<file path="src/rtl/dma_xfer_pkg.sv">
package dma_xfer_pkg;
  typedef enum logic [1:0] {
    PACE_BURST  = 2'd0,
    PACE_STEAL  = 2'd1,
    PACE_TRANSP = 2'd2
  } pace_e;

  typedef enum logic [2:0] {
    ST_IDLE, ST_LOAD, ST_REQ, ST_RD, ST_WR, ST_GAP
  } xfer_st_e;

  localparam int OFF_SRC  = 0;
  localparam int OFF_DST  = 1;
  localparam int OFF_CNT  = 2;
  localparam int OFF_MODE = 3;
  localparam int OFF_CTRL = 4;
  localparam int OFF_STAT = 5;
endpackage

</file>
<file path="src/rtl/dma_word_ctr.sv">
module dma_word_ctr #(
  parameter int W    = 16,
  parameter bit DOWN = 1'b0
) (
  input  logic         clk_i,
  input  logic         rst_ni,
  input  logic         ld_i,
  input  logic [W-1:0] ld_val_i,
  input  logic         step_i,
  output logic [W-1:0] val_o
);
  logic [W-1:0] nxt;

  generate
    if (DOWN) begin : g_down
      assign nxt = val_o - W'(1);
    end else begin : g_up
      assign nxt = val_o + W'(1);
    end
  endgenerate

  always_ff @(posedge clk_i or negedge rst_ni) begin
    if (!rst_ni)     val_o <= '0;
    else if (ld_i)   val_o <= ld_val_i;
    else if (step_i) val_o <= nxt;
  end
endmodule

</file>
<file path="src/rtl/dma_sg_table.sv">
module dma_sg_table #(
  parameter int AW = 16,
  parameter int CW = 12,
  parameter int N  = 4,
  localparam int IW = $clog2(N)
) (
  input  logic          clk_i,
  input  logic          rst_ni,
  input  logic          we_i,
  input  logic [IW-1:0] widx_i,
  input  logic [1:0]    field_i,
  input  logic [31:0]   wdata_i,
  input  logic [IW-1:0] ridx_i,
  output logic [AW-1:0] addr_o,
  output logic [CW-1:0] len_o,
  output logic          last_o
);
  logic [AW-1:0] ent_addr [N];
  logic [CW-1:0] ent_len  [N];
  logic          ent_last [N];

  for (genvar e = 0; e < N; e++) begin : g_ent
    logic sel;
    assign sel = we_i && (widx_i == IW'(e));
    always_ff @(posedge clk_i or negedge rst_ni) begin
      if (!rst_ni) begin
        ent_addr[e] <= '0;
        ent_len[e]  <= '0;
        ent_last[e] <= 1'b0;
      end else if (sel) begin
        case (field_i)
          2'd0:    ent_addr[e] <= wdata_i[AW-1:0];
          2'd1:    ent_len[e]  <= wdata_i[CW-1:0];
          2'd2:    ent_last[e] <= wdata_i[0];
          default: ;
        endcase
      end
    end
  end

  assign addr_o = ent_addr[ridx_i];
  assign len_o  = ent_len[ridx_i];
  assign last_o = ent_last[ridx_i];
endmodule

</file>
<file path="src/rtl/dma_xfer_ctrl.sv">
module dma_xfer_ctrl
  import dma_xfer_pkg::*;
#(
  parameter int AW   = 16,
  parameter int DW   = 32,
  parameter int CW   = 12,
  parameter int SG_N = 4
) (
  input  logic                     clk_i,
  input  logic                     rst_ni,
  input  logic                     reg_we_i,
  input  logic [$clog2(SG_N)+2:0]  reg_addr_i,
  input  logic [31:0]              reg_wdata_i,
  output logic [31:0]              reg_rdata_o,
  output logic                     bus_req_o,
  input  logic                     bus_gnt_i,
  input  logic                     bus_idle_i,
  output logic [AW-1:0]            mem_addr_o,
  output logic                     mem_rd_o,
  output logic                     mem_we_o,
  output logic [DW-1:0]            mem_wdata_o,
  input  logic [DW-1:0]            mem_rdata_i,
  output logic                     irq_o
);
  localparam int IW  = $clog2(SG_N);
  localparam int RAW = IW + 3;

  xfer_st_e      st_q;
  pace_e         pace;
  logic [1:0]    mode_q;
  logic [IW-1:0] idx_q;
  logic          sg_q, ent_last_q, done_q, err_q;
  logic [DW-1:0] data_q;
  logic [AW-1:0] src_q, dst_q, sg_addr;
  logic [CW-1:0] cnt_q, sg_len;
  logic          sg_last;
  logic          busy, go, rd_fire, wr_fire, last_word, run_end;
  logic          start, stat_wr, ld_entry;

  function automatic logic cfg_wr(input int off);
    return reg_we_i && !busy && (reg_addr_i == RAW'(off));
  endfunction

  assign busy     = (st_q != ST_IDLE);
  assign start    = cfg_wr(OFF_CTRL) && reg_wdata_i[0];
  assign stat_wr  = reg_we_i && (reg_addr_i == RAW'(OFF_STAT));
  assign ld_entry = (st_q == ST_LOAD);

  always_comb begin
    case (mode_q)
      2'd1:    pace = PACE_STEAL;
      2'd2:    pace = PACE_TRANSP;
      default: pace = PACE_BURST;
    endcase
  end

  // transparent pacing waits for host idle on every data cycle
  assign go        = bus_gnt_i && ((pace != PACE_TRANSP) || bus_idle_i);
  assign rd_fire   = (st_q == ST_RD) && go;
  assign wr_fire   = (st_q == ST_WR) && go;
  assign last_word = (cnt_q == CW'(1));
  assign run_end   = wr_fire && last_word && !(sg_q && !ent_last_q);

  dma_sg_table #(.AW(AW), .CW(CW), .N(SG_N)) u_table (
    .clk_i   (clk_i),
    .rst_ni  (rst_ni),
    .we_i    (reg_we_i && !busy && reg_addr_i[RAW-1]),
    .widx_i  (reg_addr_i[RAW-2:2]),
    .field_i (reg_addr_i[1:0]),
    .wdata_i (reg_wdata_i),
    .ridx_i  (idx_q),
    .addr_o  (sg_addr),
    .len_o   (sg_len),
    .last_o  (sg_last)
  );

  dma_word_ctr #(.W(AW), .DOWN(1'b0)) u_src (
    .clk_i, .rst_ni,
    .ld_i     (cfg_wr(OFF_SRC) || ld_entry),
    .ld_val_i (ld_entry ? sg_addr : reg_wdata_i[AW-1:0]),
    .step_i   (wr_fire),
    .val_o    (src_q)
  );

  dma_word_ctr #(.W(AW), .DOWN(1'b0)) u_dst (
    .clk_i, .rst_ni,
    .ld_i     (cfg_wr(OFF_DST)),
    .ld_val_i (reg_wdata_i[AW-1:0]),
    .step_i   (wr_fire),
    .val_o    (dst_q)
  );

  dma_word_ctr #(.W(CW), .DOWN(1'b1)) u_cnt (
    .clk_i, .rst_ni,
    .ld_i     (cfg_wr(OFF_CNT) || ld_entry),
    .ld_val_i (ld_entry ? sg_len : reg_wdata_i[CW-1:0]),
    .step_i   (wr_fire),
    .val_o    (cnt_q)
  );

  always_ff @(posedge clk_i or negedge rst_ni) begin
    if (!rst_ni) begin
      st_q       <= ST_IDLE;
      mode_q     <= '0;
      idx_q      <= '0;
      sg_q       <= 1'b0;
      ent_last_q <= 1'b0;
      data_q     <= '0;
    end else begin
      if (cfg_wr(OFF_MODE)) mode_q <= reg_wdata_i[1:0];
      if (rd_fire) data_q <= mem_rdata_i;
      unique case (st_q)
        ST_IDLE: if (start) begin
          sg_q  <= reg_wdata_i[1];
          idx_q <= '0;
          if (reg_wdata_i[1])          st_q <= ST_LOAD;
          else if (cnt_q != '0)        st_q <= ST_REQ;
        end
        ST_LOAD: begin
          ent_last_q <= sg_last || (idx_q == IW'(SG_N - 1));
          st_q       <= (sg_len == '0) ? ST_IDLE : ST_REQ;
        end
        ST_REQ: if (bus_gnt_i) st_q <= ST_RD;
        ST_RD:  if (rd_fire)   st_q <= ST_WR;
        ST_WR: if (wr_fire) begin
          if (last_word) begin
            if (sg_q && !ent_last_q) begin
              idx_q <= idx_q + IW'(1);
              st_q  <= ST_LOAD;
            end else begin
              st_q  <= ST_IDLE;
            end
          end else if (pace == PACE_STEAL) begin
            st_q <= ST_GAP;
          end else begin
            st_q <= ST_RD;
          end
        end
        ST_GAP:  st_q <= ST_REQ;
        default: st_q <= ST_IDLE;
      endcase
    end
  end

  always_ff @(posedge clk_i or negedge rst_ni) begin
    if (!rst_ni) begin
      done_q <= 1'b0;
      err_q  <= 1'b0;
    end else begin
      if (run_end)                         done_q <= 1'b1;
      else if (stat_wr && reg_wdata_i[0])  done_q <= 1'b0;
      if ((start && !reg_wdata_i[1] && cnt_q == '0) || (ld_entry && sg_len == '0))
        err_q <= 1'b1;
      else if (stat_wr && reg_wdata_i[1])
        err_q <= 1'b0;
    end
  end

  assign bus_req_o   = (st_q == ST_REQ) || (st_q == ST_RD) || (st_q == ST_WR);
  assign mem_rd_o    = rd_fire;
  assign mem_we_o    = wr_fire;
  assign mem_addr_o  = (st_q == ST_WR) ? dst_q : src_q;
  assign mem_wdata_o = data_q;
  assign irq_o       = done_q;

  always_comb begin
    case (reg_addr_i)
      RAW'(OFF_SRC):  reg_rdata_o = 32'(src_q);
      RAW'(OFF_DST):  reg_rdata_o = 32'(dst_q);
      RAW'(OFF_CNT):  reg_rdata_o = 32'(cnt_q);
      RAW'(OFF_MODE): reg_rdata_o = 32'(mode_q);
      RAW'(OFF_STAT): reg_rdata_o = {29'd0, busy, err_q, done_q};
      default:        reg_rdata_o = '0;
    endcase
  end

  AST_MOVE_NEEDS_GNT: assert property (@(posedge clk_i) disable iff (!rst_ni)
    (mem_rd_o || mem_we_o) |-> (bus_req_o && bus_gnt_i));
  AST_BURST_HOLD: assert property (@(posedge clk_i) disable iff (!rst_ni)
    (pace == PACE_BURST && mem_we_o && cnt_q != CW'(1)) |=> bus_req_o);
  AST_STEAL_GAP: assert property (@(posedge clk_i) disable iff (!rst_ni)
    (pace == PACE_STEAL && mem_we_o) |=> !bus_req_o);
  AST_TRANSP_IDLE: assert property (@(posedge clk_i) disable iff (!rst_ni)
    (pace == PACE_TRANSP && (mem_rd_o || mem_we_o)) |-> bus_idle_i);
  AST_DONE_FREES_BUS: assert property (@(posedge clk_i) disable iff (!rst_ni)
    $rose(done_q) |-> !bus_req_o);
  AST_ERR_NO_BUS: assert property (@(posedge clk_i) disable iff (!rst_ni)
    $rose(err_q) |-> (!bus_req_o && !mem_we_o));
  AST_CNT_STEP: assert property (@(posedge clk_i) disable iff (!rst_ni)
    mem_we_o |=> (cnt_q == $past(cnt_q) - CW'(1)));
  AST_MODE_FROZEN: assert property (@(posedge clk_i) disable iff (!rst_ni)
    (busy && $past(busy)) |-> $stable(mode_q));
endmodule

</file>
<file path="config.mk">
export PLATFORM = sky130hd
export DESIGN_NAME = dma_xfer_ctrl
export DESIGN_NICKNAME = d
export VERILOG_FILES = /design/src/rtl/dma_xfer_pkg.sv /design/src/rtl/dma_word_ctr.sv /design/src/rtl/dma_sg_table.sv /design/src/rtl/dma_xfer_ctrl.sv
export SDC_FILE = /design/constraint.sdc
export NUM_CORES = 1
export LEC_CHECK = 0
export BUFFER_PORTS_ARGS = -buffer_cell sky130_fd_sc_hd__clkbuf_2
export CORE_MARGIN = 2
export CORE_UTILIZATION = 30
export CTS_BUF_LIST = sky130_fd_sc_hd__clkbuf_4 sky130_fd_sc_hd__clkbuf_8 sky130_fd_sc_hd__clkbuf_16
export CTS_CLUSTER_DIAMETER = 80
export DETAILED_ROUTE_END_ITERATION = 7
export MAX_ROUTING_LAYER = met4
export PLACE_DENSITY = 0.45
export SLEW_MARGIN = 20
export SYNTH_ARGS = -nofsm -noshare
export SYNTH_HDL_FRONTEND = slang
export SYNTH_SLANG_ARGS = --single-unit
</file>
<file path="constraint.sdc">
create_clock -name clk_i -period 2.5 [get_ports clk_i]
set_clock_uncertainty 0.05 [all_clocks]
set_input_delay 0.125 -clock clk_i [delete_from_list [all_inputs] [get_ports clk_i]]
set_output_delay 0.125 -clock clk_i [all_outputs]
set_load 0.02 [all_outputs]
</file>
# --- Word-level counts from Yosys, hierarchy flattened ---
# Cells that the tools add are included.
classes:
  addsub: 4
  order_cmp: 1
  n_eq_ne: 28
  mux: 40
  n_bitwise: 1
  n_reduce_logical: 64
ops:
  columns: ["op", "count"]
  rows:
  - ["16-bit two-way mux", 8]
  - ["16-bit case mux with 5 select lines", 1]
  - ["12-bit two-way mux", 5]
  - ["16-bit by 1-bit adder with 16-bit output, second input constant", 2]
  - ["16-bit binary-select mux with 2-bit select", 1]
  - ["2-bit AND reduction", 13]
  - ["12-bit binary-select mux with 2-bit select", 1]
  - ["1-bit logical AND", 24]
  - ["12-bit zero test", 2]
  - ["3-bit two-way mux", 8]
  - ["3-bit case mux with 6 select lines", 1]
  - ["2-bit != test, second input constant", 7]
  - ["12-bit by 1-bit == test with 1-bit output, second input constant", 1]
  - ["12-bit nonzero test", 1]
  - ["2-bit nonzero test", 6]
  - ["12-bit by 1-bit subtractor with 12-bit output, second input constant", 1]
  - ["2-bit == test, second input constant", 5]
  - ["5-bit by 2-bit == test with 1-bit output, second input constant", 2]
  - ["5-bit by 3-bit == test with 1-bit output, second input constant", 2]
  - ["2-bit two-way mux", 5]
  - ["5-bit AND reduction", 2]
  - ["2-bit by 1-bit == test with 1-bit output, second input constant", 4]
  - ["2-bit case mux with 2 select lines", 2]
  - ["1-bit logical OR", 7]
  - ["15 further kinds", 27]
word_totals:
  ff_bits: 203
  in_bits: 74
  elab_cells: 161

# --- Longest topological paths before layout ---
# Gate-level depths: netlist of the first run.
depth:
  depth_word: 9
  ltp_mapped: 9
  mapped_depth_nobuf: 6

# --- Hierarchy ---
# A second synthesis of the first run with hierarchy kept.
unflattened:
  cells_unflattened: 949
  hier_area_um2: 10744.1
by_module_without_submodules:
  columns: ["module", "n_inst", "cells_per_inst", "area_each_um2", "seq_area_each_um2"]
  rows:
  - ["dma_sg_table", 1, 297, 5127.4, 2902.8]
  - ["dma_xfer_ctrl", 1, 382, 3064.2, 1076.0]
  - ["dma_word_ctr (u_dst ...)", 2, 99, 943.4, 400.4]
  - ["dma_word_ctr (u_cnt)", 1, 72, 665.6, 300.3]

# --- Worst setup path before layout of the first run ---
# OpenSTA, ideal clock, no wires.
synth_timing:
  path_kind: "register -> register"
  start: "register idx_q[0]"
  end: "register st_q[1]"
  setup_time_ns: 0.146
  arrival_ns: 1.950
  t_required_ns: 2.304
  slack_ns: 0.353
  path_stages_with_launch: 7
  path_buffers: 1
  cell_sequence: "dfrtp_1 > buf_6 > mux4_2 > nor4_1 > nand4b_1 > a311oi_1 > o32ai_1"
synth_via:
  elab_chain_cells: 7
synth_rtl:
  columns: ["item", "line", "text"]
  rows:
  - ["start, declared", "dma_xfer_ctrl.sv:31", "logic [IW-1:0] idx_q;"]
  - ["start signal, assigned", "dma_xfer_ctrl.sv:128", "idx_q <= idx_q + IW'(1);"]
  - ["2-bit NOT with 3-bit output (implied by the code)", "dma_sg_table.sv:42", "assign len_o = ent_len[ridx_i];"]
  - ["12-bit binary-select mux with 2-bit select", "dma_sg_table.sv:42", null]
  - ["12-bit two-way mux (implied by the code) (2 in series)", "dma_sg_table.sv:42", null]
  - ["12-bit zero test", "dma_xfer_ctrl.sv:121", "st_q <= (sg_len == '0) ? ST_IDLE : ST_REQ;"]
  - ["2-bit two-way mux", "dma_xfer_ctrl.sv:121", null]
  - ["3-bit case mux with 6 select lines", "dma_xfer_ctrl.sv:112", "unique case (st_q)"]
  - ["end signal, assigned", "dma_xfer_ctrl.sv:121", null]
  - ["end, declared", "dma_xfer_ctrl.sv:28", "xfer_st_e st_q;"]
# No other way between the ends. The select of a mux whose other input is x is not followed.
# A chain may end at the register's enable or synchronous reset.

# --- Final worst setup path of the first run ---
# Same ends and word-level chain as after synthesis.

==> results of run 1 <==
## power groups by stage
stage | registers [W] | logic (W) | clock network [W]
CTS | 0.00538 | 0.00426 | 0.00386
global placement | 0.00543 | 0.00415 | 0
floorplan | 0.00537 | 0.00272 | 0
detailed placement | 0.00543 | 0.00419 | 0
global route | 0.00556 | 0.00465 | 0.00400
finish | 0.00540 | 0.00425 | 0.00376
## layout by cell type (no fill, tap or decap), types with 25 or more instances in the layout
cell type / synthesis / layout
dfrtp_1: 203 / 201
mux2_2: 152 / 152
clkbuf_2: 0 / 124
nand2_1: 89 / 89
buf_4: 18 / 42
dlygate4sd3_1: 0 / 39
nor2_1: 38 / 38
mux4_2: 29 / 29
o21ai_0: 26 / 26
nand3_1: 26 / 26
clkbuf_16: 0 / 25
## cells by family after synthesis
group                      after synthesis  synth area share, %
and+or+nand+nor                        241                 11.8
DFF                                    203                 48.2
muxes                                  184                 22.7
AOI/OAI and AO/OA                      155                 10.9
buffers and inverters                  104                 4.79
xor gates and xnor gates                 9                0.748
adders and majority gates                6                0.713
other                                    1               0.0356
## final timing paths
kind                       slack [ns]            startpoint                   end  cells past startpoint
max                              0.09              idx_q[0]               st_q[1]                      7
min                              0.02        reg_wdata_i[3]        u_dst.val_o[3]                      3
max reg2reg                      0.09              idx_q[0]               st_q[1]                      7
min reg2reg                      0.44  u_table.ent_addr[40]  u_table.ent_addr[40]                      1
max in group asynchronous        1.49                rst_ni  u_table.ent_addr[29]                      3
min in group asynchronous        0.15                rst_ni       mem_wdata_o[23]                      2
## cells in the mapped netlist, types with 3 or more instances
library cell,count
a211oi_1,3
and2_1,7
and3_1,15
buf_1,5
buf_4,18
or3_1,4
a221o_1,3
o21a_1,5
clkbuf_1,35
a32oi_1,4
o22a_1,6
dfrtp_1,203
xor2_1,6
nor3b_1,5
a2bb2oi_1,6
o311ai_0,5
mux4_2,29
o41ai_1,3
o311ai_1,3
ha_1,6
or4_1,3
nand2b_1,4
nor2_2,3
a31oi_1,12
nand2_1,89
a222oi_1,12
o22ai_1,4
nor3_4,3
nor3_1,10
inv_1,23
buf_2,19
buf_6,3
a22o_1,13
a21oi_1,17
xnor2_1,3
nor4_1,6
o21ai_0,26
nand4_1,11
mux2_2,152
nand3_1,26
a22oi_1,16
nor2_1,38
nor2b_1,3
## timing repair
action | in CTS | in global routing
hold endpoints to repair | 134 | 0
endpoints found under the setup margin | 5 | 2
hold buffers | 39 | 0
gates resized for setup | 2 | 3
pin swaps | 0 | 1
## state kept, by name, summed over array words and instances, names as in the netlist
signal,count
idx_q,2
mem_wdata_o,32
sg_q,1
err_q,1
u_cnt.val_o,12
u_table.ent_addr,64
st_q,3
u_src.val_o,16
ent_last_q,1
irq_o,1
u_table.ent_len,48
mode_q,2
u_dst.val_o,16
u_table.ent_last,4
## layer usage
| layer | vias up | wire (um) | part of all wire, % |
|---|---|---|---|
| met5 | - | 0 | 0 |
| met4 | 0 | 497 | 1.6 |
| met3 | 38 | 1450 | 4.7 |
| met2 | 182 | 14500 | 47 |
| met1 | 4020 | 14600 | 47 |
| li1 | 3677 | - | - |
## cell type report
| class | count | share of cell area, % |
|---|---|---|
| Sequential cell | 203 | 38.6 |
| Multi-Input combinational cell | 611 | 38.3 |
| Timing Repair Buffer | 216 | 11.7 |
| Clock buffer | 32 | 5.20 |
| Tap cell | 455 | 4.32 |
| Clock inverter | 12 | 1.24 |
| Inverter | 24 | 0.684 |
## critical path: cells and delay by family, from the launching register on
kind,cells,cell delay [ns]
multiplexers,1,0.56
AND/OR/NAND/NOR,2,0.51
flip-flops,1,0.43
AO/OA/AOI/OAI,2,0.38
buffers and inverters,2,0.32
## metrics by stage
stage | area [um^2] | utilization [%] | std cells | total power [W] | setup TNS (ns)
5_1_grt | 13200 | 38.1 | 1553 | 0.0142 | -0.0285
4_1_cts | 13200 | 38.1 | 1553 | 0.0135 | 0
3_5_place_dp | 11900 | 34.5 | 1470 | 0.00962 | -0.0227
2_1_floorplan | 10600 | - | 918 | 0.00810 | 0
6_report | 13200 | 38.1 | 1553 | 0.0134 | 0
3_3_place_gp | 11900 | 34.5 | 1470 | 0.00958 | -0.0535
==> qor.yml, run 1 <==
cts:
  cts_tree: "yes"
  cts_sinks: 203
  postCtsSetupBuffers: 0
  clockRootBuffer: "clkbuf_16"
  cts.htree.levels: 1
  clock_latency_ns: 0.52
  cts_max_path_buffers: 3
  clk_pin_slew_worst_paths_ns: 0.06
  cts_made_buffers: 25
yosys:
  synthCells: 903
  synthTopCellsByArea: "dfrtp_1, mux2_2, mux4_2"
  seq_area_frac_synth_pct: 48.2
  avgSynthCellArea_um2: 11.7
  synth-seq-cells: 203
  synth_top_area_share_pct: 48.2
  async_reset_ff_share_pct: 100
  syn_area_mm2: 0.0105
  synth_edf_count: 0
  synth_flop_cell: "dfrtp_1"
  yosysTopAreaCell: "dfrtp_1"
  ys_types: 70
  yosys_warnings: 0
layout:
  regArea_mm2: 0.00508
  nNetsFinal: 1161
  syn2layout_area_growth_pct: 25.0
  antenna_cells: 0
  multi_input_area_mm2: 0.00504
  fillers: 3416
  drive_gt1_share_pct: 38.8
sta:
  grt_setup_unrepaired: "yes"
  tightest_slew_ns: 0.739
  setup_violations: 0
  slew_violations: 0
  finalCritPeriodShare_pct: 96.3
  finalHoldViolations: 0
  timing.fmax_mhz: 415
  relSlewSlack_pct: 50.7
  hold_ws_ns: 0.0158
  fin_ws_ns: 0.0913
  period_minus_slack_ns: 2.41
global_routing:
  met1_usage_pct: 24.5
  grt_util_met2_pct: 28.0
  grt_pass1_vias: 8029
  antenna_found_initial: 0
  grt_pass1_wl_um: 48800
  grt.met3_usage_pct: 2.53
  gr-total-overflow: 0
  grt_usage_pct: 17.9
  grt_max_degree: 87
  top_usage_layer: "met2"
critical_path:
  cp.arrival_ns: 2.73
  crit_chain: "buf_12 > mux4_2 > nor4_4 > buf_4 > nand4b_1 > a311oi_1 > o32ai_1"
  start_kind: "flip-flop"
  cpPeakStageDelay_ns: 0.56
  cp.required_ns: 2.82
  critical_path_class: "flip-flop to flip-flop"
  cp-end-kind: "flip-flop"
  critPathSlowestCell: "mux4_2"
  cp_max_fo: 9
floorplan:
  boundaryPins: 158
  fp.dieArea_mm2: 0.0366
  die_w_um: 191
  die_h_um: 191
  start_util_pct: 30.5
  core-area_mm2: 0.0345
  core.rowCount: 68
power_and_ir_drop:
  ir_drop_uv: 661
  p_sw_w: 0.00457
  p_clk_share_pct: 28.0
  power_leakage_nw: 6.08
  sw_frac_of_total_pct: 34.1
  p_int_w: 0.00884
  seqPwrFrac_pct: 40.2
  combPwrFrac_pct: 31.7
  powerDensity_mw_per_mm2: 1020
detailed_routing:
  vias: 7917
  via_per_inst: 5.10
  routedWlPerCell_um: 20.0
  finalWirelength_um: 31100
  dr.pass1.iters: 7
  drc_errors: 0
  final_antenna_net_count: 0
  drt_iter0_markers: 529
placed_design:
  portBuffers: 125
  dp_hpwl_um: 21700
  dp_slack_ns: -0.0227
  place.gp.congestion: 0.837
flow_run:
  cap_viol_max_count: 0
worst_hold_path:
  hold_path_class: "input port to flip-flop"
run_status:
  run_status: "finished clean"
Note: power is estimated with default switching activity, not from simulation.
==> inputs of run 2 (changes only) <==
- CORE_MARGIN: 2 -> 1
- RECOVER_POWER: default -> 100
- SLEW_MARGIN: 20 -> default
==> qor.yml, run 2 (synthesis results as in run 1) <==
critical_path:
  regToRegStartpoint: "idx_q[0]"  # unchanged
  rr_endpoint: "st_q[1]"  # unchanged
  critPathLaunch: "idx_q[0]"  # unchanged
  r2r_setup_slack_ns: 0.11  # was 0.09 ns
  critical_path_class: "flip-flop to flip-flop"  # unchanged
  cp_max_fo: 9  # unchanged
  cp.required_ns: 2.82  # about the same
  start_kind: "flip-flop"  # unchanged
  cp.arrival_ns: 2.71  # was 2.73 ns
  worstRegToRegCells: 7  # unchanged
  cp-end-kind: "flip-flop"  # unchanged
flow_run:
  cap_viol_max_count: 1  # was 0
detailed_routing:
  vias: 7986  # was 7917
  routedWlPerCell_um: 19.6  # was 20.0 um
  dr.pass1.iters: 8  # was 7
  finalWirelength_um: 30400  # was 31100 um
  drc_errors: 0  # unchanged
  final_antenna_net_count: 0  # unchanged
  drt_iter0_markers: 579  # was 529
  via_per_inst: 5.14  # was 5.10
layout:
  largest_reg_flops: 64  # unchanged
  final_cell_mix: "dfrtp_1, mux2_2, clkbuf_2, nand2_1, clkbuf_1"  # was dfrtp_1, mux2_2, clkbuf_2, nand2_1, buf_4
  final_common_cell: "dfrtp_1"  # unchanged
  syn2layout_area_growth_pct: 23.3  # was 25.0%
  largest_register: "u_table.ent_addr"  # unchanged
  fillers: 3439  # was 3416
  drive_gt1_share_pct: 33.5  # was 38.8%
  nNetsFinal: 1158  # was 1161
  finalNonFillerCells: 1553  # unchanged
  fin_util_pct: 37.6  # was 38.1%
floorplan:
  start_util_pct: 30.5  # unchanged
  core.rowCount: 68  # unchanged
  die_h_um: 189  # was 191 um
  core-area_mm2: 0.0345  # unchanged
  fp.dieArea_mm2: 0.0359  # was 0.0366 mm^2
  die_w_um: 189  # was 191 um
  boundaryPins: 158  # unchanged
worst_hold_path:
  hold_path_class: "input port to flip-flop"  # unchanged
  min_to: "u_dst.val_o[6]"  # was u_dst.val_o[3]
  hp-start: "reg_wdata_i[6]"  # was reg_wdata_i[3]
  min_delay_path_depth: 3  # unchanged
placed_design:
  place.gp.congestion: 0.807  # was 0.837
  dpl.cell_count: 1466  # was 1470
  portBuffers: 125  # unchanged
  dp_hpwl_um: 21400  # was 21700 um
  dp_slack_ns: -0.0398  # was -0.0227 ns
cts:
  cts_max_path_buffers: 3  # unchanged
  cts.htree.levels: 1  # unchanged
  postCtsSetupBuffers: 0  # unchanged
  cts_tree: "yes"  # unchanged
  clockRootBuffer: "clkbuf_16"  # unchanged
  clock_latency_ns: 0.52  # about the same
  clk_pin_slew_worst_paths_ns: 0.06  # about the same
  cts_made_buffers: 25  # unchanged
  cts_sinks: 203  # unchanged
sta:
  grt_setup_unrepaired: "no"  # was yes
  finalCritPeriodShare_pct: 95.5  # was 96.3%
  fin_ws_ns: 0.112  # was 0.0913 ns
  slew_violations: 60  # was 0
  tightest_slew_ns: 1.62  # was 0.739 ns
  setup_violations: 0  # unchanged
  hold_ws_ns: 0.0195  # was 0.0158 ns
  finalHoldViolations: 0  # unchanged
  relSlewSlack_pct: -7.88  # was 50.7%
  period_minus_slack_ns: 2.39  # was 2.41 ns
  timing.fmax_mhz: 419  # was 415 MHz
global_routing:
  met1_usage_pct: 24.2  # was 24.5%
  gr-total-overflow: 0  # unchanged
  grt_max_degree: 62  # was 87
  grt_usage_pct: 17.9  # about the same
  grt_util_met2_pct: 27.9  # was 28.0%
  grt_pass1_vias: 8090  # was 8029
  grt_pass1_wl_um: 48500  # was 48800 um
  top_usage_layer: "met2"  # unchanged
  antenna_found_initial: 1  # was 0
  grt.met3_usage_pct: 2.72  # was 2.53%
run_status:
  violations: "capacitance limit, slew limit"
  run_status: "finished with violations"  # was finished clean
power_and_ir_drop:
  powerDensity_mw_per_mm2: 1020  # about the same
  power_leakage_nw: 5.88  # was 6.08 nW
  finalPower_w: 0.0132  # was 0.0134 W
  ir_drop_uv: 540  # was 661 uV
run 2: cell count changes in the layout (fill, tap and decap cells not counted), sizes merged:
cell,previous run,this run
bufinv,4,2
clkbuf,157,180
diode,0,1
clkinv,7,4
buf,52,30
dlygate4sd3,39,40
inv,24,26
run 2: per-stage QoR:
| stage | area [um^2] | TNS (ns) |
|---|---|---|
| 2_1_floorplan | 10600 | 0 |
| 3_3_place_gp | 11900 | -0.0167 |
| 3_5_place_dp | 11900 | -0.0398 |
| 4_1_cts | 13100 | 0 |
| 5_1_grt | 13000 | 0 |
| 6_report | 13000 | 0 |
run 2: worst max-delay path by stage:
| stage | slack, ns | cells after the start | end |
|---|---|---|---|
| 5_1_grt | 0.004 | 5 | u_table.ent_addr[25] |
| 3_5_place_dp | -0.04 | 7 | st_q[1] |
| 4_1_cts | 0.007 | 7 | st_q[1] |
| 2_1_floorplan | 0.35 | 6 | st_q[1] |
| 6_report | 0.11 | 7 | st_q[1] |
| 3_3_place_gp | -0.02 | 7 | st_q[1] |
run 2: timing repair:
| item | in CTS | in global routing |
|---|---|---|
| hold buffers | 40 | 0 |
| pin swaps | 0 | 1 |
| cloned | 0 | 0 |
| gates resized for setup | 2 | 3 |
| hold endpoints to repair | 114 | 0 |
| setup endpoints to repair | 15 | 4 |
run 2: area by class of cell:
class                      instances  area (um^2)  share of cell area, %
sequential                       203         5080                   39.1
multi-input combinational        611         5010                   38.6
timing repair buffer             213         1380                   10.7
clock buffer                      37          741                   5.70
tap                              455          569                   4.38
clock inverter                     9          105                  0.809
inverter                          24         90.1                  0.694
antenna                            1         2.50                 0.0193
run 2: worst max-delay path, cell delays in order, from the launching register on:
cell and delay (ns):
dfrtp_2 0.45, buf_12 0.17, mux4_2 0.55, nor4_4 0.32
buf_4 0.16, nand4b_1 0.17, a311oi_1 0.27, o32ai_1 0.10
run 2: power by group:
| part | internal, W | switching, W |
|---|---|---|
| registers | 0.00446 | 0.000929 |
| logic | 0.00194 | 0.00221 |
| clock network | 0.00226 | 0.00143 |
| total | 0.00866 | 0.00456 |
run 2: per-layer routing:
metal / part of all wire (%) / wire [um] / vias up
met2: 47 / 14100 / 196
met4: 2.3 / 690 / 0
met3: 4.4 / 1340 / 44
li1: - / - / 3687
met5: 0 / 0 / -
met1: 47 / 14200 / 4059
==> inputs of run 3 (changes only) <==
- REMOVE_ABC_BUFFERS: default -> 1
- SYNTH_HIERARCHICAL: default -> 1
==> qor.yml, run 3 <==
floorplan:
  die_h_um: 191  # was 189 um
  boundaryPins: 158  # unchanged
  die_w_um: 191  # was 189 um
  start_util_pct: 30.8  # was 30.5%
  core-area_mm2: 0.0349  # was 0.0345 mm^2
  fp.dieArea_mm2: 0.0366  # was 0.0359 mm^2
  core.rowCount: 68  # unchanged
layout:
  syn2layout_area_growth_pct: 23.7  # was 23.3%
  largest_reg_flops: 64  # unchanged
  final_cell_mix: "dfrtp_1, nand2_1, mux2_2, clkbuf_1, clkbuf_2"  # was dfrtp_1, mux2_2, clkbuf_2, nand2_1, clkbuf_1
  antenna_cells: 0  # was 1
  largest_register: "u_table/ent_addr"  # was u_table.ent_addr
  final_common_cell: "dfrtp_1"  # unchanged
  fillers: 3548  # was 3439
  nNetsFinal: 1228  # was 1158
  drive_gt1_share_pct: 30.4  # was 33.5%
power_and_ir_drop:
  ir_drop_uv: 622  # was 540 uV
  powerDensity_mw_per_mm2: 1050  # was 1020 mW/mm^2
  sw_frac_of_total_pct: 36.0  # was 34.5%
  p_sw_w: 0.00501  # was 0.00456 W
  p_int_w: 0.00893  # was 0.00866 W
  p_clk_share_pct: 26.4  # was 27.9%
  seqPwrFrac_pct: 39.6  # was 40.7%
  combPwrFrac_pct: 34.0  # was 31.4%
  finalPower_w: 0.0139  # was 0.0132 W
  power_leakage_nw: 5.92  # was 5.88 nW
detailed_routing:
  final_antenna_net_count: 0  # unchanged
  routedWlPerCell_um: 18.3  # was 19.6 um
  drt_iter0_markers: 481  # was 579
  vias: 7930  # was 7986
  finalWirelength_um: 29800  # was 30400 um
  via_per_inst: 4.89  # was 5.14
  dr.pass1.iters: 5  # was 8
  drc_errors: 0  # unchanged
global_routing:
  grt_usage_pct: 17.0  # was 17.9%
  grt_pass1_vias: 7970  # was 8090
  antenna_found_initial: 0  # was 1
  grt_max_degree: 58  # was 62
  grt_pass1_wl_um: 47200  # was 48500 um
  gr-total-overflow: 0  # unchanged
yosys:
  synth_most_common_cell: "dfrtp_1"  # unchanged
  synth-seq-cells: 203  # unchanged
  synth_flop_cell: "dfrtp_1"  # unchanged
  synth_top_area_share_pct: 47.3  # was 48.2%
  synthTopCellsByArea: "dfrtp_1, mux2_2, nand2_1"  # was dfrtp_1, mux2_2, mux4_2
  async_reset_ff_share_pct: 100  # unchanged
  yosys_warnings: 6  # was 0
  netlist_top_cells_count: "dfrtp_1, nand2_1, mux2_2"  # was dfrtp_1, mux2_2, nand2_1
  syn_area_mm2: 0.0107  # was 0.0105 mm^2
  ys_types: 66  # was 70
  synth_edf_count: 0  # unchanged
  yosysTopAreaCell: "dfrtp_1"  # unchanged
  seq_area_frac_synth_pct: 47.3  # was 48.2%
  avgSynthCellArea_um2: 11.3  # was 11.7 um^2
  synthCells: 949  # was 903
critical_path:
  r2r_setup_slack_ns: 0.14  # was 0.11 ns
  critical_path_class: "flip-flop to flip-flop"  # unchanged
  cpPeakStageDelay_ns: 0.41  # was 0.55 ns
  cp.required_ns: 2.85  # was 2.82 ns
  cp.arrival_ns: 2.72  # was 2.71 ns
  critPathTopFamily: "simple AND/OR/NAND/NOR gates"  # was multiplexers
  cp_max_fo: 16  # was 9
  crit_chain: "or3b_1 > nor2_1 > buf_4 > nand4_4 > nor2_2 > a31oi_1 > o31a_1"  # was buf_12 > mux4_2 > nor4_4 > buf_4 > nand4b_1 > a311oi_1 > o32ai_1
  worstRegToRegCells: 7  # unchanged
  start_kind: "flip-flop"  # unchanged
  rr_endpoint: "u_src/val_o[15]"  # was st_q[1]
  crit_buf_inv: 1  # was 2
  cp-end-kind: "flip-flop"  # unchanged
  critPathSlowestCell: "or3b_1"  # was mux4_2
  regToRegStartpoint: "st_q[1]"  # was idx_q[0]
worst_hold_path:
  hp-start: "reg_wdata_i[1]"  # was reg_wdata_i[6]
  min_delay_path_depth: 3  # unchanged
  min_to: "u_dst/val_o[1]"  # was u_dst.val_o[6]
  hold_path_class: "input port to flip-flop"  # unchanged
cts:
  cts_made_buffers: 24  # was 25
  clockRootBuffer: "clkbuf_16"  # unchanged
  clk_pin_slew_worst_paths_ns: 0.06  # about the same
  cts_sinks: 203  # unchanged
  cts.htree.levels: 1  # unchanged
  clock_latency_ns: 0.52  # about the same
  cts_max_path_buffers: 3  # unchanged
  cts_tree: "yes"  # unchanged
sta:
  setup_violations: 0  # unchanged
  period_minus_slack_ns: 2.36  # was 2.39 ns
  fin_ws_ns: 0.136  # was 0.112 ns
  tightest_slew_ns: 1.55  # was 1.62 ns
  timing.fmax_mhz: 423  # was 419 MHz
  relSlewSlack_pct: -3.31  # was -7.88%
  grt_setup_unrepaired: "no"  # unchanged
  finalHoldViolations: 0  # unchanged
  finalCritPeriodShare_pct: 94.6  # was 95.5%
  slew_violations: 55  # was 60
placed_design:
  place.gp.congestion: 0.819  # was 0.807
  dp_hpwl_um: 20500  # was 21400 um
  portBuffers: 125  # unchanged
  dp_slack_ns: 0.175  # was -0.0398 ns
run_status:
  violations: "capacitance limit, slew limit"  # unchanged
  run_status: "finished with violations"  # unchanged
flow_run:
  cap_viol_max_count: 1  # unchanged
==> run 3: changes by cell type in the layout (fill, tap and decap cells not counted), moves of 11 or more <==
cell,delta
mux2_2,-11
xnor2_1,+13
nand2_1,+89
dlygate4sd3_1,+11
inv_1,-11
a22o_1,-13
a222oi_1,-12
nand3_1,-16
mux2i_1,+18
clkbuf_1,+19
clkbuf_2,-23
and3_1,-11
==> run 3: worst max-delay path by stage <==
stage	start	endpoint	slack [ns]	cells after the start
floorplan	st_q[0]	u_cnt/val_o[5]	-1.04	5
global placement	idx_q[0]	st_q[1]	0.17	7
detailed placement	st_q[1]	u_src/val_o[15]	0.18	7
CTS	st_q[1]	u_src/val_o[15]	0.14	7
global route	st_q[1]	u_table/ent_addr[5]	0.004	7
finish	st_q[1]	u_src/val_o[15]	0.14	7
==> run 3: per-layer routing <==
| metal | share of wire, % | GRT usage, % |
|---|---|---|
| met1 | 49 | 24.5 |
| met2 | 45 | 25.4 |
| met3 | 3.4 | 1.84 |
| met4 | 2.0 | 3.94 |
| met5 | 0 | - |
==> run 3: worst min-delay path, delay by kind of cell <==
| kind | cells | cell delay (ns) |
|---|---|---|
| buf+inv | 1 | 0.26 |
| simple gates | 1 | 0.14 |
| compound gates | 1 | 0.07 |
==> run 3: power by group through the flow <==
| stage | clock, W | combinational [W] | sequential, W |
|---|---|---|---|
| after CTS | 0.00381 | 0.00495 | 0.00553 |
| after global placement | 0 | 0.00484 | 0.00556 |
| after detailed placement | 0 | 0.00487 | 0.00559 |
| after global routing | 0.00393 | 0.00523 | 0.00572 |
| after floorplan | 0 | 0.00288 | 0.00569 |
| final | 0.00367 | 0.00474 | 0.00552 |
==> run 3: cell families after synthesis <==
| family | count (synthesis) | share of synthesized area (%) |
|---|---|---|
| AOI/OAI and AO/OA | 93 | 5.44 |
| xor gates and xnor gates | 27 | 2.20 |
| adders and majority gates | 4 | 0.466 |
| buffers and inverters | 83 | 4.20 |
| DFF | 203 | 47.3 |
| muxes | 202 | 24.4 |
| other | 1 | 0.0349 |
| and+or+nand+nor | 336 | 16.0 |
==> run 3: layout make-up <==
cell class / instances / area, um^2 / area share, %
repair inverters: 1 / 5.00 / 0.0377
repair buffers: 228 / 1510 / 11.4
clock buffers: 34 / 743 / 5.59
well taps: 455 / 569 / 4.28
multi-input cells: 678 / 5220 / 39.3
clock inverters: 9 / 98.8 / 0.744
flip-flops and latches: 203 / 5080 / 38.2
inverters: 14 / 56.3 / 0.424
==> run 3: repair_timing <==
action,4_1_cts,5_1_grt
gates resized for setup,0,2
setup buffers,0,3
endpoints found under the hold margin,216,0
endpoints found under the setup margin,0,5
hold buffers,51,0
==> run 3: per-stage QoR <==
step,utilization [%],cells,hold WS (ns),TNS (ns),instance area [um^2]
2_1_floorplan,-,895,-0.221,-31.44,10400
3_3_place_gp,34.8,1524,0.104,0,12100
3_5_place_dp,34.8,1524,0.0968,0,12100
4_1_cts,38.6,1618,0.0489,0,13500
5_1_grt,38.1,1622,0.0944,0,13300
6_report,38.1,1622,0.0744,0,13300
